$ cat src/rtl/lms_pkg.sv
package lms_pkg;

  localparam int NUM_STEPS  = 5;
  localparam int STEP_W     = 3;
  localparam int STEP_SLOTS = 1 << STEP_W;
  localparam int FIELD_W    = 16;

  // rate code boundaries
  localparam logic [3:0] RATE_MIN    = 4'h2;
  localparam logic [3:0] RATE_FIRST64 = 4'h8;
  localparam logic [3:0] RATE_MAX    = 4'hA;

  // interface mode encodings (one-hot)
  localparam logic [3:0] IFC_NARROW_CODE = 4'b0100;
  localparam logic [3:0] IFC_WIDE_CODE   = 4'b0010;

  // serdes bus width codes
  localparam logic [2:0] BUS40 = 3'd7;
  localparam logic [2:0] BUS32 = 3'd6;

  typedef enum logic [2:0] {
    S_IDLE,
    S_RD_SETUP,
    S_RD_ACCESS,
    S_WR_SETUP,
    S_WR_ACCESS
  } lmsStateT;

  typedef struct packed {
    logic latchReq;
    logic mergeRd;
    logic advance;
    logic commitMode;
  } lmsStrobeT;

  function automatic logic rateKnown(input logic [3:0] code);
    return (code >= RATE_MIN) && (code <= RATE_MAX);
  endfunction

  function automatic logic rateIs64(input logic [3:0] code);
    return code >= RATE_FIRST64;
  endfunction

  function automatic logic [FIELD_W-1:0] fieldMask(input int step);
    logic [FIELD_W-1:0] m;
    case (step)
      0:       m = 16'h000F;
      1:       m = 16'h1FFF;
      2:       m = 16'h00FF;
      3:       m = 16'h0077;
      4:       m = 16'h0003;
      default: m = '0;
    endcase
    return m;
  endfunction

  function automatic logic [FIELD_W-1:0] fieldValue(input int step,
                                                    input logic is64,
                                                    input logic wide);
    logic [FIELD_W-1:0] v;
    v = '0;
    case (step)
      0: v[3:0] = is64 ? IFC_WIDE_CODE : IFC_NARROW_CODE;
      1: begin
        v[1:0]   = 2'd1;  // fabric rx clock
        v[3:2]   = 2'd1;  // fabric tx clock
        v[5:4]   = 2'd3;  // pcs rx clock source
        v[7:6]   = 2'd3;  // pcs tx clock source
        v[9:8]   = 2'd2;  // fifo write clock
        v[11:10] = 2'd2;  // fifo read clock
        v[12]    = 1'b0;  // rx fifo pipe clock
      end
      2: begin
        v[3:0] = is64 ? 4'h0 : 4'hF;
        v[4]   = is64;
        v[5]   = is64;
        v[6]   = is64 & wide;
        v[7]   = is64 & wide;
      end
      3: begin
        v[2:0] = is64 ? BUS32 : BUS40;
        v[6:4] = is64 ? BUS32 : BUS40;
      end
      4: begin
        v[0] = is64;   // slip source select
        v[1] = ~is64;  // slip enable
      end
      default: v = '0;
    endcase
    return v;
  endfunction

endpackage

$ cat src/rtl/lms_datapath.sv
module lms_datapath
  import lms_pkg::*;
#(
  parameter int ADDR_W    = 12,
  parameter int DATA_W    = 32,
  parameter int BASE_ADDR = 0,
  parameter int STRIDE    = 4
) (
  input  logic              clk,
  input  logic              rstN,
  input  lmsStrobeT         strb,
  input  logic [3:0]        reqRate,
  input  logic              reqWide,
  input  logic [DATA_W-1:0] pRdata,
  output logic              rateOk,
  output logic              lastStep,
  output logic [ADDR_W-1:0] pAddr,
  output logic [DATA_W-1:0] pWdata,
  output logic              curMode
);

  logic [STEP_W-1:0]  stepIdx;
  logic               pendIs64;
  logic               pendWide;
  logic [DATA_W-1:0]  mergeReg;
  logic               modeReg;

  logic [ADDR_W-1:0]  stepAddr [STEP_SLOTS];
  logic [FIELD_W-1:0] stepMask [STEP_SLOTS];
  logic [FIELD_W-1:0] stepVal  [STEP_SLOTS];

  for (genvar g = 0; g < STEP_SLOTS; g++) begin : g_step
    assign stepAddr[g] = ADDR_W'(BASE_ADDR + g * STRIDE);
    assign stepMask[g] = fieldMask(g);
    assign stepVal[g]  = fieldValue(g, pendIs64, pendWide);
  end

  logic [DATA_W-1:0] maskExt;
  logic [DATA_W-1:0] valExt;

  assign maskExt  = DATA_W'(stepMask[stepIdx]);
  assign valExt   = DATA_W'(stepVal[stepIdx]);
  assign rateOk   = rateKnown(reqRate);
  assign lastStep = (stepIdx == STEP_W'(NUM_STEPS - 1));
  assign pAddr    = stepAddr[stepIdx];
  assign pWdata   = mergeReg;
  assign curMode  = modeReg;

  always_ff @(posedge clk or negedge rstN) begin
    if (!rstN) begin
      stepIdx  <= '0;
      pendIs64 <= 1'b0;
      pendWide <= 1'b0;
      mergeReg <= '0;
      modeReg  <= 1'b0;
    end else begin
      if (strb.latchReq) begin
        pendIs64 <= rateIs64(reqRate);
        pendWide <= reqWide;
        stepIdx  <= '0;
      end else if (strb.advance) begin
        stepIdx <= stepIdx + 1'b1;
      end
      if (strb.mergeRd)
        mergeReg <= (pRdata & ~maskExt) | (valExt & maskExt);
      if (strb.commitMode)
        modeReg <= pendIs64;
    end
  end


  step_in_range_chk: assert property (@(posedge clk) disable iff (!rstN)
    stepIdx < STEP_W'(NUM_STEPS));

endmodule

$ cat src/rtl/lms_ctrl.sv
module lms_ctrl
  import lms_pkg::*;
(
  input  logic      clk,
  input  logic      rstN,
  input  logic      reqValid,
  input  logic      rateOk,
  input  logic      lastStep,
  input  logic      pReady,
  input  logic      pSlvErr,
  output logic      reqAck,
  output lmsStrobeT strb,
  output logic      pSel,
  output logic      pEnable,
  output logic      pWrite,
  output logic      busy,
  output logic      done,
  output logic      err
);

  lmsStateT state, stateNext;
  logic     doneSet, errSet;

  always_comb begin
    stateNext = state;
    strb      = '0;
    doneSet   = 1'b0;
    errSet    = 1'b0;
    case (state)
      S_IDLE: begin
        if (reqValid) begin
          if (rateOk) begin
            strb.latchReq = 1'b1;
            stateNext     = S_RD_SETUP;
          end else begin
            errSet = 1'b1;
          end
        end
      end
      S_RD_SETUP: stateNext = S_RD_ACCESS;
      S_RD_ACCESS: begin
        if (pReady) begin
          if (pSlvErr) begin
            errSet    = 1'b1;
            stateNext = S_IDLE;
          end else begin
            strb.mergeRd = 1'b1;
            stateNext    = S_WR_SETUP;
          end
        end
      end
      S_WR_SETUP: stateNext = S_WR_ACCESS;
      S_WR_ACCESS: begin
        if (pReady) begin
          if (pSlvErr) begin
            errSet    = 1'b1;
            stateNext = S_IDLE;
          end else if (lastStep) begin
            doneSet         = 1'b1;
            strb.commitMode = 1'b1;
            stateNext       = S_IDLE;
          end else begin
            strb.advance = 1'b1;
            stateNext    = S_RD_SETUP;
          end
        end
      end
      default: stateNext = S_IDLE;
    endcase
  end

  always_ff @(posedge clk or negedge rstN) begin
    if (!rstN) begin
      state <= S_IDLE;
      done  <= 1'b0;
      err   <= 1'b0;
    end else begin
      state <= stateNext;
      done  <= doneSet;
      err   <= errSet;
    end
  end

  assign reqAck  = (state == S_IDLE) && reqValid;
  assign busy    = (state != S_IDLE);
  assign pSel    = (state != S_IDLE);
  assign pEnable = (state == S_RD_ACCESS) || (state == S_WR_ACCESS);
  assign pWrite  = (state == S_WR_SETUP) || (state == S_WR_ACCESS);


  setup_then_access_chk: assert property (@(posedge clk) disable iff (!rstN)
    (pSel && !pEnable) |=> (pSel && pEnable && $stable(pWrite)));


  wait_hold_chk: assert property (@(posedge clk) disable iff (!rstN)
    (pSel && pEnable && !pReady) |=> (pSel && pEnable && $stable(pWrite)));


  read_before_write_chk: assert property (@(posedge clk) disable iff (!rstN)
    (pSel && pEnable && !pWrite && pReady && !pSlvErr) |=> (pSel && !pEnable && pWrite));


  no_ack_when_busy_chk: assert property (@(posedge clk) disable iff (!rstN)
    busy |-> !reqAck);


  done_when_idle_chk: assert property (@(posedge clk) disable iff (!rstN)
    done |-> (!busy && !err));

endmodule

$ cat src/rtl/lane_mode_seq.sv
module lane_mode_seq
  import lms_pkg::*;
#(
  parameter int ADDR_W    = 12,
  parameter int DATA_W    = 32,
  parameter int BASE_ADDR = 0,
  parameter int STRIDE    = 4
) (
  input  logic              clk,
  input  logic              rstN,
  input  logic              reqValid,
  input  logic [3:0]        reqRate,
  input  logic              reqWide,
  output logic              reqAck,
  output logic              pSel,
  output logic              pEnable,
  output logic              pWrite,
  output logic [ADDR_W-1:0] pAddr,
  output logic [DATA_W-1:0] pWdata,
  input  logic [DATA_W-1:0] pRdata,
  input  logic              pReady,
  input  logic              pSlvErr,
  output logic              busy,
  output logic              done,
  output logic              err,
  output logic              curMode
);

  lmsStrobeT strb;
  logic      rateOk;
  logic      lastStep;

  lms_ctrl u_ctrl (
    .clk      (clk),
    .rstN     (rstN),
    .reqValid (reqValid),
    .rateOk   (rateOk),
    .lastStep (lastStep),
    .pReady   (pReady),
    .pSlvErr  (pSlvErr),
    .reqAck   (reqAck),
    .strb     (strb),
    .pSel     (pSel),
    .pEnable  (pEnable),
    .pWrite   (pWrite),
    .busy     (busy),
    .done     (done),
    .err      (err)
  );

  lms_datapath #(
    .ADDR_W    (ADDR_W),
    .DATA_W    (DATA_W),
    .BASE_ADDR (BASE_ADDR),
    .STRIDE    (STRIDE)
  ) u_dp (
    .clk      (clk),
    .rstN     (rstN),
    .strb     (strb),
    .reqRate  (reqRate),
    .reqWide  (reqWide),
    .pRdata   (pRdata),
    .rateOk   (rateOk),
    .lastStep (lastStep),
    .pAddr    (pAddr),
    .pWdata   (pWdata),
    .curMode  (curMode)
  );


  bad_rate_no_bus_chk: assert property (@(posedge clk) disable iff (!rstN)
    (reqAck && ((reqRate < 4'h2) || (reqRate > 4'hA))) |=> (err && !pSel && !busy));


  err_keeps_mode_chk: assert property (@(posedge clk) disable iff (!rstN)
    err |-> $stable(curMode));


  ifc_onehot_chk: assert property (@(posedge clk) disable iff (!rstN)
    (pSel && pEnable && pWrite && (pAddr == ADDR_W'(BASE_ADDR))) |-> $onehot(pWdata[3:0]));


  addr_hold_chk: assert property (@(posedge clk) disable iff (!rstN)
    (pSel && pEnable && !pReady) |=> $stable(pAddr));

endmodule

$ cat config.mk
export PLATFORM = sky130hd
export DESIGN_NAME = lane_mode_seq
export DESIGN_NICKNAME = d
export VERILOG_FILES = /design/src/rtl/lms_pkg.sv /design/src/rtl/lms_datapath.sv /design/src/rtl/lms_ctrl.sv /design/src/rtl/lane_mode_seq.sv
export SDC_FILE = /design/constraint.sdc
export NUM_CORES = 1
export LEC_CHECK = 0
export BUFFER_PORTS_ARGS = -buffer_cell sky130_fd_sc_hd__buf_4
export CAP_MARGIN = 20
export CORE_ASPECT_RATIO = 0.8
export CORE_MARGIN = 1.5
export CORE_UTILIZATION = 50
export DETAILED_ROUTE_END_ITERATION = 8
export HOLD_SLACK_MARGIN = 0.03
export PLACE_DENSITY = 0.88
export SYNTH_ARGS = -nofsm -noshare
export SYNTH_HDL_FRONTEND = slang
export SYNTH_SLANG_ARGS = --single-unit
$ cat constraint.sdc
create_clock -name clk -period 3.8 [get_ports clk]
set_input_delay 0.76 -clock clk [delete_from_list [all_inputs] [get_ports clk]]
set_output_delay 0.76 -clock clk [all_outputs]
set_load 0.005 [all_outputs]
==> reports/metrics.csv <==
metric,value,unit
Crit. End Element,output port,
CTS Root Cell,clkbuf_8,
switching share of power,0.315,
Flop pwr share,0.387,
P&R area growth vs syn,33.4,%
Setup crit start kind,register,
Commonest cells post-synth,"dfrtp_1 (43), nand2_1 (21), o21ai_0 (15)",
M3 GR Usage,0.0618,
CTS Hold Bufs,0,
Synth Register Bits,43,
post-synthesis cell count,199,
Yosys warning total,0,
CTS sink cnt,43,
setup repair after global routing missed its margin,false,
1st-iter DRT viols,73,
"Hold Violations, Final",0,
"Clk Latency, worst-skew pair",0.29,ns
Synth Area in Compound Gates,0.109,
CTS buffer count,5,
switching pwr,0.000645,W
DR vias,1694,
max-slew violations,0,
grt met2 use,0.325,
clock skew,0.00526,ns
Worst Reg-to-Reg Cells,5,
Required @ worst endpoint,3.04,ns
kind of critical path,register to output port,
postcts setup bufs,0,
Crit path arrival time,1.40,ns
CP max stage delay,0.49,ns
"FFs w/ async S/R, synth",1.00,
"EDFF count, synth",0,
port buffer count,84,
Pre-Repair DR Iteration Count,4,
largest family of logic cells by synthesized area,multiplexers,
largest net degree at the start of global routing,46,
final antenna-violating net count,0,
Clock Power Share,0.178,
vias in the first global route,1649,
Simple-Gate Fraction of Synth Area,0.134,
Die Y,62.3,um
reg2reg end,u_dp.curMode,
Slew @ Worst Pin,0.559,ns
PostCTS Resize Cnt,0,
worst min-delay path category,input port to asynchronous set/reset pin,
flop2flop setup slack,1.95,ns
relative slew slack,0.627,
area of the core,4200,um2
H-Tree Level Count,2,
RR Startpoint,u_dp.stepIdx[1],
gr usage total,0.199,
Final GP Congestion,0.821,
Hold WS,0.436,ns
first-pass GRT wire length,7580,um
Starting Density,0.522,
vias per std cell,4.98,
HPWL Detailed,3420,um
TritonCTS clock tree,yes,
Post-Syn Area,2190,um2
global route total overflow,0,
Antenna diodes,0,
sequential fraction of the synthesis area,0.490,
clock-pin slew on the worst setup and hold paths,0.08,ns
Lkg Pwr,1.54,nW
Synth Area in XOR/XNOR,0.00399,
outcome,finished clean,
maximum clock rate,463,MHz
Worst VDD drop,0.372,mV
"Avg Cell Area, Syn",11.0,um2
CP max FO,10,
Final setup viols,0,
DRC,0,
TNS Setup,0,ns
highest-delay cell along the critical path,dfrtp_1,
mux cell area share after synthesis,0.141,
top_reg_cell synth,dfrtp_1,
grt met1 use,0.253,
Comb power frac,0.435,
die area,4800,um2
Longest Clk Path Bufs,2,
Max Cap Violations,0,
initial antenna violation count,0,
most used routing layer,met2,
I/O pins,94,
share of cells above drive strength 1,0.417,
site row count,21,
Nets,333,
post-synthesis cell type with the largest combined area,dfrtp_1,
Int Pwr,0.00140,W
Final min period,2.16,ns
largest cells by area after synthesis,"dfrtp_1 (49%), mux2_4 (9.6%), ha_1 (5.1%)",
post-synthesis adder-cell area fraction,0.0513,
Avg WL per Cell,13.7,um
Routed WL,4670,um
Final Cycle Share,0.568,
Pwr Density,700,nW/um2
Unique masters post-synth,39,
die width,77.1,um
most frequent cell after synthesis,dfrtp_1,
crit-path cells,"and2b_1, o21ba_2, buf_4",
top cell type's share of synthesized area,0.490,
## power by group through the flow
stage | Clock (W) | Sequential, W | Combinational [W]
after detailed placement | 0 | 0.000797 | 0.000899
after global placement | 0 | 0.000793 | 0.000866
final | 0.000366 | 0.000794 | 0.000891
after CTS | 0.000371 | 0.000793 | 0.000901
after floorplan | 0 | 0.000785 | 0.000486
after global routing | 0.000391 | 0.000822 | 0.000982
## kinds of logic after synthesis
logic type               count (synthesis)
multiplexers                            23
flip-flops                              43
adder cells (fa/ha/maj)                  9
AND/OR/NAND/NOR                         57
buffers and inverters                   25
AO/OA/AOI/OAI                           40
other                                    1
XOR/XNOR                                 1
## how the worst max path moves through the flow
stage	endpoint	depth (start not counted)	startpoint	slack, ns
after floorplan	u_dp.pendWide	4	reqRate[0]	2.01
after global placement	u_dp.pWdata[28]	4	pSlvErr	1.75
after detailed placement	u_dp.pWdata[25]	4	pSlvErr	1.70
after CTS	pEnable	3	u_ctrl.state[1]	1.64
after global routing	reqAck	4	u_ctrl.state[1]	1.56
final	pEnable	3	u_ctrl.state[1]	1.64
## state kept, by name, indices dropped and copies added (netlist names)
name,count
u_dp.pWdata,32
u_ctrl.done,1
u_dp.pendWide,1
u_dp.curMode,1
u_dp.stepIdx,3
u_ctrl.state,3
u_ctrl.err,1
u_dp.pendIs64,1
## per-stage QoR
stage | util | worst slack (ns) | cell area, um2 | std cells | power [W]
after global placement | 0.668 | 1.75 | 2810 | 332 | 0.00166
after global routing | 0.696 | 1.56 | 2930 | 340 | 0.00219
after CTS | 0.696 | 1.64 | 2930 | 340 | 0.00207
after detailed placement | 0.668 | 1.70 | 2810 | 332 | 0.00170
after floorplan | - | 2.01 | 2220 | 207 | 0.00127
final | 0.696 | 1.64 | 2930 | 340 | 0.00205
## critical path, delay by kind of cell (launching register included)
family                 cells  cell delay, ns
flip-flops                 1            0.49
AND/OR/NAND/NOR            1            0.26
AO/OA/AOI/OAI              1            0.23
buffers and inverters      1            0.13
## area by class of cell
type / count / area (um2)
multi-input cells: 139 / 998
flip-flops and latches: 43 / 1080
clock buffers: 6 / 82.6
clock inverters: 2 / 35.0
fillers: 332 / 1280
repair buffers: 84 / 631
inverters: 9 / 33.8
well taps: 57 / 71.3
## metal layers
metal / part of all wire / up-vias
met5: 0 / -
met2: 0.46 / 64
li1: - / 830
met4: 0.017 / 0
met3: 0.070 / 11
met1: 0.45 / 789
## layout by cell type (no fill, tap or decap), types with 2 or more instances in the layout
cell type / netlist / final
a21o_1: 3 / 3
nor2b_1: 4 / 4
a211oi_1: 3 / 3
nand2b_1: 2 / 2
nor3b_1: 2 / 2
a31oi_1: 2 / 2
nor2_1: 13 / 13
buf_4: 10 / 84
nand2_1: 21 / 21
nor3_1: 2 / 2
clkbuf_8: 0 / 6
dfrtp_1: 43 / 43
mux2_2: 7 / 7
a21oi_1: 9 / 9
inv_1: 9 / 9
nand3_1: 5 / 5
conb_1: 1 / 9
mux2_4: 14 / 14
ha_1: 9 / 9
mux2i_1: 2 / 2
o21ai_1: 2 / 2
o21ai_0: 15 / 15
Power figures use the tool's default switching activity.
